==> config.mk <==
export PLATFORM = sky130hd
export DESIGN_NAME = vliw_expander
export DESIGN_NICKNAME = d
export VERILOG_FILES = /design/src/rtl/vlx_pkg.sv /design/src/rtl/vlx_slot_picker.sv /design/src/rtl/vlx_word_buffer.sv /design/src/rtl/vlx_ctrl.sv /design/src/rtl/vliw_expander.sv
export SDC_FILE = /design/constraint.sdc
export NUM_CORES = 2
export LEC_CHECK = 0
export CAP_MARGIN = 0
export CORE_MARGIN = 10
export CORE_UTILIZATION = 25
export DETAILED_ROUTE_END_ITERATION = 16
export GPL_TIMING_DRIVEN = 0
export PLACE_DENSITY_LB_ADDON = 0.2
export RECOVER_POWER = 100
export SKIP_CTS_REPAIR_TIMING = 1
export SLEW_MARGIN = 5
export SYNTH_ARGS = -nofsm -noshare
export SYNTH_HDL_FRONTEND = slang
export SYNTH_HIERARCHICAL = 1
export SYNTH_SLANG_ARGS = --single-unit
==> constraint.sdc <==
create_clock -name clk -period 3.25 [get_ports clk]
set_input_delay 0.325 -clock clk [delete_from_list [all_inputs] [get_ports clk]]
set_output_delay 0.325 -clock clk [all_outputs]
set_load 0.01 [all_outputs]
==> src/rtl/vlx_pkg.sv <==
package vlx_pkg;

  // Phase of the expander
  typedef enum logic [1:0] {
    VLX_WAIT_MASK = 2'd0,
    VLX_GATHER    = 2'd1,
    VLX_PRESENT   = 2'd2
  } vlx_phase_e;

endpackage

==> src/rtl/vlx_slot_picker.sv <==
// Picks the lowest slot still pending and reports the set left after it.
module vlx_slot_picker #(
  parameter int NUM_SLOTS = 32
) (
  input  logic [NUM_SLOTS-1:0] pending,
  output logic [NUM_SLOTS-1:0] pick_oh,
  output logic [NUM_SLOTS-1:0] pending_rest,
  output logic                 pick_last
);

  logic [NUM_SLOTS-1:0] lower_seen;

  // lower_seen[s] is set when any slot below s is pending
  assign lower_seen[0] = 1'b0;

  genvar s;
  generate
    for (s = 1; s < NUM_SLOTS; s++) begin : g_seen
      assign lower_seen[s] = lower_seen[s-1] | pending[s-1];
    end
    for (s = 0; s < NUM_SLOTS; s++) begin : g_pick
      assign pick_oh[s] = pending[s] & ~lower_seen[s];
    end
  endgenerate

  assign pending_rest = pending & ~pick_oh;
  assign pick_last    = (pending_rest == '0);

endmodule

==> src/rtl/vlx_word_buffer.sv <==
// Slot registers of the expanded word: cleared together, written one at a time.
module vlx_word_buffer #(
  parameter int              NUM_SLOTS = 32,
  parameter int              SLOT_W    = 32,
  parameter logic [SLOT_W-1:0] NOP_WORD = '0
) (
  input  logic                        clk,
  input  logic                        rst_n,
  input  logic                        clr_all,
  input  logic                        wr_en,
  input  logic [NUM_SLOTS-1:0]        wr_oh,
  input  logic [SLOT_W-1:0]           wr_data,
  output logic [NUM_SLOTS*SLOT_W-1:0] word
);

  genvar s;
  generate
    for (s = 0; s < NUM_SLOTS; s++) begin : g_slot
      logic              slot_en;
      logic [SLOT_W-1:0] slot_d;
      logic [SLOT_W-1:0] slot_q;

      always_comb begin
        slot_en = clr_all | (wr_en & wr_oh[s]);
        slot_d  = clr_all ? NOP_WORD : wr_data;
      end

      always_ff @(posedge clk or negedge rst_n) begin
        if (!rst_n) begin
          slot_q <= NOP_WORD;
        end else if (slot_en) begin
          slot_q <= slot_d;
        end
      end

      assign word[s*SLOT_W +: SLOT_W] = slot_q;
    end
  endgenerate

endmodule

==> src/rtl/vlx_ctrl.sv <==
// Sequencing of presence word, packed fields and output hold.
module vlx_ctrl #(
  parameter int NUM_SLOTS = 32
) (
  input  logic                 clk,
  input  logic                 rst_n,
  input  logic                 in_valid,
  input  logic [NUM_SLOTS-1:0] mask_in,
  input  logic                 out_ready,
  input  logic [NUM_SLOTS-1:0] pending_rest,
  input  logic                 pick_last,
  output logic                 in_ready,
  output logic                 out_valid,
  output logic                 clr_all,
  output logic                 wr_en,
  output logic [NUM_SLOTS-1:0] pending_q
);

  import vlx_pkg::*;

  vlx_phase_e           phase_q, phase_d;
  logic [NUM_SLOTS-1:0] pending_d;
  logic                 pending_en;
  logic                 take;

  assign in_ready  = (phase_q != VLX_PRESENT) | out_ready;
  assign out_valid = (phase_q == VLX_PRESENT);
  assign take      = in_valid & in_ready;

  always_comb begin
    phase_d    = phase_q;
    pending_d  = pending_q;
    pending_en = 1'b0;
    clr_all    = 1'b0;
    wr_en      = 1'b0;
    unique case (phase_q)
      VLX_WAIT_MASK, VLX_PRESENT: begin
        if (take) begin
          clr_all    = 1'b1;
          pending_en = 1'b1;
          pending_d  = mask_in;
          phase_d    = (mask_in == '0) ? VLX_PRESENT : VLX_GATHER;
        end else if (phase_q == VLX_PRESENT && out_ready) begin
          phase_d = VLX_WAIT_MASK;
        end
      end
      VLX_GATHER: begin
        if (take) begin
          wr_en      = 1'b1;
          pending_en = 1'b1;
          pending_d  = pending_rest;
          if (pick_last) begin
            phase_d = VLX_PRESENT;
          end
        end
      end
      default: begin
        phase_d = VLX_WAIT_MASK;
      end
    endcase
  end

  always_ff @(posedge clk or negedge rst_n) begin
    if (!rst_n) begin
      phase_q <= VLX_WAIT_MASK;
    end else begin
      phase_q <= phase_d;
    end
  end

  always_ff @(posedge clk or negedge rst_n) begin
    if (!rst_n) begin
      pending_q <= '0;
    end else if (pending_en) begin
      pending_q <= pending_d;
    end
  end

endmodule

==> src/rtl/vliw_expander.sv <==
// Expands a presence word plus packed fields into one full instruction word.
module vliw_expander #(
  parameter int                SLOT_W    = 32,
  parameter int                NUM_SLOTS = 32,
  parameter logic [SLOT_W-1:0] NOP_WORD  = '0
) (
  input  logic                        clk,
  input  logic                        rst_n,
  input  logic                        in_valid,
  output logic                        in_ready,
  input  logic [SLOT_W-1:0]           in_data,
  output logic                        out_valid,
  input  logic                        out_ready,
  output logic [NUM_SLOTS*SLOT_W-1:0] out_word
);

  localparam int WORD_W = NUM_SLOTS * SLOT_W;

  logic [NUM_SLOTS-1:0] pending_q;
  logic [NUM_SLOTS-1:0] pick_oh;
  logic [NUM_SLOTS-1:0] pending_rest;
  logic                 pick_last;
  logic                 clr_all;
  logic                 wr_en;
  logic [WORD_W-1:0]    word_q;

  vlx_slot_picker #(
    .NUM_SLOTS (NUM_SLOTS)
  ) picker_i (
    .pending      (pending_q),
    .pick_oh      (pick_oh),
    .pending_rest (pending_rest),
    .pick_last    (pick_last)
  );

  vlx_ctrl #(
    .NUM_SLOTS (NUM_SLOTS)
  ) ctrl_i (
    .clk          (clk),
    .rst_n        (rst_n),
    .in_valid     (in_valid),
    .mask_in      (in_data[NUM_SLOTS-1:0]),
    .out_ready    (out_ready),
    .pending_rest (pending_rest),
    .pick_last    (pick_last),
    .in_ready     (in_ready),
    .out_valid    (out_valid),
    .clr_all      (clr_all),
    .wr_en        (wr_en),
    .pending_q    (pending_q)
  );

  vlx_word_buffer #(
    .NUM_SLOTS (NUM_SLOTS),
    .SLOT_W    (SLOT_W),
    .NOP_WORD  (NOP_WORD)
  ) buffer_i (
    .clk     (clk),
    .rst_n   (rst_n),
    .clr_all (clr_all),
    .wr_en   (wr_en),
    .wr_oh   (pick_oh),
    .wr_data (in_data),
    .word    (word_q)
  );

  assign out_word = word_q;

endmodule

# Yosys cells after proc, flatten, opt, wreduce, memory -nomap -nowiden
# Cells that the tools add are included.
[totals] regBits=1058 latchBits=0 ram_bits=0 romBits=0 in_bits=36 memories=0
[op_classes] n_addsub=0 mul=0 div=0 magnitude_cmp=0 eq_ne=7 shifts=0 n_mux=14 n_bitwise=160 reduce_logical=9
[op_table] cell="32-bit 2-to-1 mux" n=3
[op_table] cell="1-bit bitwise AND" n=64
[op_table] cell="32-bit logical NOT" n=2
[op_table] cell="32-bit one-hot mux with 2 select lines" n=1
[op_table] cell="1-bit OR" n=63
[op_table] cell="32-bit bitwise AND" n=1
[op_table] cell="32-bit NOT" n=1
[op_table] cell="1-bit NOT" n=31
[op_table] cell="2-bit 2-to-1 mux" n=5
[op_table] cell="2-bit by 1-bit inequality test with 1-bit output (second input constant)" n=3
[op_table] cell="1-bit 2-to-1 mux" n=4
[op_table] cell="2-bit one-hot mux with 2 select lines" n=1
[op_table] cell="4-bit AND reduction" n=1
[op_table] cell="3-bit by 1-bit inequality test with 1-bit output (second input constant)" n=1
[op_table] cell="3-bit AND reduction" n=1
[op_table] cell="3-bit OR reduction" n=1
[op_table] cell="2-bit by 1-bit equality test with 1-bit output (second input constant)" n=1
[op_table] cell="2-bit equality test (second input constant)" n=1
[op_table] cell="2-bit logical NOT" n=1
[op_table] cell="2-bit inequality test (second input constant)" n=1
[op_table] cell="2-bit nonzero test" n=1
[op_table] cell="2-bit OR reduction" n=1
[op_table] cell="1-bit logical AND" n=1

# Longest topological paths before layout
[depth] depth_word=38 ltp_mapped=12 ltp_nobuf=9

# Hierarchy
# Netlist, hierarchy kept.
[by_module_without_submodules] module="vlx_word_buffer" n_inst=1 cells_per_inst=3452 area_each_um2=44808.0
[by_module_without_submodules] module="vlx_ctrl" n_inst=1 cells_per_inst=167 area_each_um2=1681.6
[by_module_without_submodules] module="vlx_slot_picker" n_inst=1 cells_per_inst=156 area_each_um2=1016.0

# Worst setup path before layout
# OpenSTA, ideal clock, no wires.
[synth_timing] path_kind="reg2reg" startpoint="reg ctrl_i.pending_q[3]" endpoint="reg buffer_i.g_slot[30].slot_q[1]" setup_ns=0.137 arrival_ns=2.732 required_time_ns=3.113 slack_ns=0.381 stages_incl_launch_ff=11 period_less_slack_ns=2.869 path_cell_list="dfrtp_1 -> nor4_4 -> nand4_2 -> or3_1 -> buf_2 -> or4_4 -> buf_6 -> nor4b_2 -> nand2_2 -> buf_4 -> mux2i_1"
[synth_via] elab_chain_len=31
[synth_lines] element="start, declared" line="vlx_ctrl.sv:16" rtl="output logic [NUM_SLOTS-1:0] pending_q"
[synth_lines] element="start signal, assigned" line="vlx_ctrl.sv:75" rtl="pending_q <= pending_d;"
[synth_lines] element="1-bit OR (27 in series)" line="vlx_slot_picker.sv:19" rtl="assign lower_seen[s] = lower_seen[s-1] | pending[s-1];"
[synth_lines] element="1-bit NOT" line="vlx_slot_picker.sv:22" rtl="assign pick_oh[s] = pending[s] & ~lower_seen[s];"
[synth_lines] element="1-bit bitwise AND" line="vlx_slot_picker.sv:22"
[synth_lines] element="net pick_oh[30]" line="vliw_expander.sv:20" rtl="logic [NUM_SLOTS-1:0] pick_oh;"
[synth_lines] element="1-bit bitwise AND" line="vlx_word_buffer.sv:24" rtl="slot_en = clr_all | (wr_en & wr_oh[s]);"
[synth_lines] element="1-bit OR" line="vlx_word_buffer.sv:24"
[synth_lines] element="end signal, assigned" line="vlx_word_buffer.sv:32" rtl="slot_q <= slot_d;"
[synth_lines] element="end, declared" line="vlx_word_buffer.sv:21" rtl="logic [SLOT_W-1:0] slot_q;"
# The timed path passes the listed nets, and every way through them passes these cells.
# A chain may end at the register's enable or synchronous reset.

# Worst setup path after layout
[layout_timing] startpoint="reg ctrl_i.pending_q[2]" endpoint="reg buffer_i.g_slot[31].slot_q[26]"
[layout_via] elab_chain_len=33
[layout_lines] element="1-bit OR (29 in series)" line="vlx_slot_picker.sv:19"
[layout_lines] element="1-bit NOT" line="vlx_slot_picker.sv:22"
[layout_lines] element="1-bit bitwise AND" line="vlx_slot_picker.sv:22"
[layout_lines] element="net pick_oh[31]" line="vliw_expander.sv:20"
[layout_lines] element="1-bit bitwise AND" line="vlx_word_buffer.sv:24"
[layout_lines] element="1-bit OR" line="vlx_word_buffer.sv:24"
[layout_lines] element="end signal, assigned" line="vlx_word_buffer.sv:32"
[layout_lines] element="end, declared" line="vlx_word_buffer.sv:21"
# The timed path passes the listed nets, and every way through them passes these cells.

==> reports/results.txt <==
Synth Register Bits: 1058
Non-filler cells, final: 7611
Drt drc: 0
Hold Slack: 0.245 ns
Outcome: complete, but fails checks
Worst IR Drop VDD: 0.396 mV
Final setup margin: 0.129 ns
Crit end category: flip-flop
Fin util: 0.351
Top cell type's share of synthesized area: 0.557
Max-Cap Viols: 3
Synth Instances: 3775
Top FF cell, synth: dfrtp_1
Synth Net Count: 3811
Final setup vio count: 0
Initial Utilization: 0.252
Final Hold Fails: 0
DR WL/cell: 30.6 um
GR Util met3: 0.0669
Detailed-router iteration count before antenna repair: 5
DPL Wire Length: 173 mm
Via count: 34100
IO Pins: 1062
Crit Path Category: flip-flop to flip-flop
Failing checks: capacitance limit, slew limit
Pin count of the biggest net entering global routing: 157
Commonest non-fill, non-tap cells in the layout: mux2i_1, dfrtp_1, nand2b_1
Die area: 208000 um^2
Slew Limit Fails: 408
Crit path required time: 3.89 ns
Min Clock Period, post-route: 3.12 ns
Post-Syn Area: 47500 um^2
Crit-path max FO: 10
Routability congestion estimate: 0.817
Total GRT Usage: 0.216
Synth warnings: 6
Worst Path Arrival: 3.76 ns
Overall Power: 52.5 mW
Dpl ws: -0.684 ns
Slew @ Worst Pin: 2.29 ns
Avg Inst Size Synth: 12.6 um^2
Rel. slew slack: -0.528
Multi-input gate area: 19000 um^2
CTS sink cnt: 1058
GRT Max-Usage Layer: met2
DRT antenna net count: 0
Met1 usage: 0.248
Clk_lat worst skew: 0.80 ns
Final Skew: 0.0256 ns
Sequential cell area: 26500 um^2
Via count of the first global-routing pass: 35600
Grt ovf: 0
Grt met2 use: 0.369
Post-synth EDFFs: 0
Clk buf depth: 3
Die height: 456 um
Pwr per Cell Area: 795 nW/um^2
Post-synthesis sequential area ratio: 0.557
Core Rows: 159
DP Cell Count: 7338
Yosys cell types: 51
CTS buffer count: 133
Root Buffer: clkbuf_16
Port bufs: 1061
Dominant cell type by area after synthesis: dfrtp_1
Leakage: 37.4 nW
Fin area: 66100 um^2
F_max: 320 MHz
Nets: 5029
Worst hold path type: input port to flip-flop
First-pass GRT wire length: 316 mm
Drt total wl: 233 mm
DR iter-0 viols: 2188
Via-to-Cell Ratio: 4.48
Synth top area cells: dfrtp_1, mux2i_1, nand2b_1
DP Area: 61500 um^2
Number of H-tree levels: 4
DIE WIDTH: 456 um
Commonest non-fill, non-tap cell in the layout: mux2i_1
Fillers: 18800
TritonCTS clock tree: built
P&R area growth vs syn: 39.1%
Fraction of layout cells with a size suffix above 1: 0.101
Initial antenna violation count: 48
Clock Pin Slew Worst Setup and Hold Paths: 0.06 ns
Core area: 188000 um^2
Setup TNS: 0 ns
Crit path launch type: flip-flop
Period utilization: 0.960
Ys async rst share: 1.00
final timing paths:
kind / startpoint / end / slack [ns] / cells after the start
worst max register to register: ctrl_i/pending_q[2] / buffer_i/g_slot[31].slot_q[26] / 0.13 / 11
worst max-delay path: ctrl_i/pending_q[2] / buffer_i/g_slot[31].slot_q[26] / 0.13 / 11
max in group asynchronous: rst_n / buffer_i/g_slot[26].slot_q[1] / 0.36 / 4
worst min register to register: ctrl_i/pending_q[28] / ctrl_i/pending_q[28] / 0.49 / 2
min in group asynchronous: rst_n / buffer_i/g_slot[16].slot_q[9] / 0.36 / 3
worst min-delay path: in_data[31] / ctrl_i/pending_q[31] / 0.24 / 3
cell type report:
cell class | instances | share of cell area
flip-flops and latches | 1058 | 0.401
inverters | 9 | 0.000511
multi-input cells | 2375 | 0.287
plain buffers | 331 | 0.0312
clock buffers | 198 | 0.0598
clock inverters | 32 | 0.00670
well taps | 2495 | 0.0473
repair buffers | 1085 | 0.165
diodes | 28 | 0.00106
state kept, by name, summed over array words and instances (netlist names):
register,count
ctrl_i/phase_q,2
buffer_i/g_slot.slot_q,1024
ctrl_i/pending_q,32
synth_stat cells, types with 6 or more instances:
| cell | number |
|---|---|
| nand2_1 | 46 |
| o21ai_1 | 26 |
| and2_1 | 17 |
| nor2_1 | 20 |
| nor3b_1 | 6 |
| and3_1 | 9 |
| dfrtp_1 | 1058 |
| clkbuf_1 | 108 |
| a21oi_1 | 6 |
| o31a_1 | 6 |
| inv_1 | 8 |
| nand2b_1 | 1031 |
| nor3_1 | 10 |
| nor4_1 | 15 |
| nand2_2 | 29 |
| buf_6 | 66 |
| o21ai_0 | 8 |
| mux2i_1 | 1056 |
| nand2b_4 | 26 |
| buf_2 | 115 |
| buf_4 | 43 |
| o21a_1 | 6 |
| nor2b_1 | 8 |
cells by family after synthesis:
family                   after synthesis  share of synthesized area
AND/OR/NAND/NOR                     1244                      0.166
flip-flops                          1058                      0.557
multiplexers                        1056                      0.223
buffers and inverters                342                     0.0439
AO/OA/AOI/OAI                         71                    0.00940
adder cells (fa/ha/maj)                3                   0.000632
other                                  1                  0.0000789
power by group:
group,leakage (nW),internal (mW),switching (mW)
combinational,20.8,8.12,10.3
clock,2.15,9.03,6.23
sequential,14.5,16.6,2.22
total,37.4,33.8,18.8
critical path, stage by stage, from the launching register on:
cell and delay [ns]:
dfrtp_2 0.45, nor4_4 0.30, buf_6 0.17, nand4_4 0.11, or3_4 0.41, buf_6 0.14
or4_4 0.48, nor4_2 0.19, and2_1 0.21, nand2_4 0.14, buf_6 0.21, mux2i_1 0.14
metal layers:
layer	vias up	wire [um]
li1	15000	-
met1	17700	90500
met2	1025	115000
met3	320	16200
met4	8	10600
met5	-	59
No activity file was read; power rests on OpenSTA's default activity.
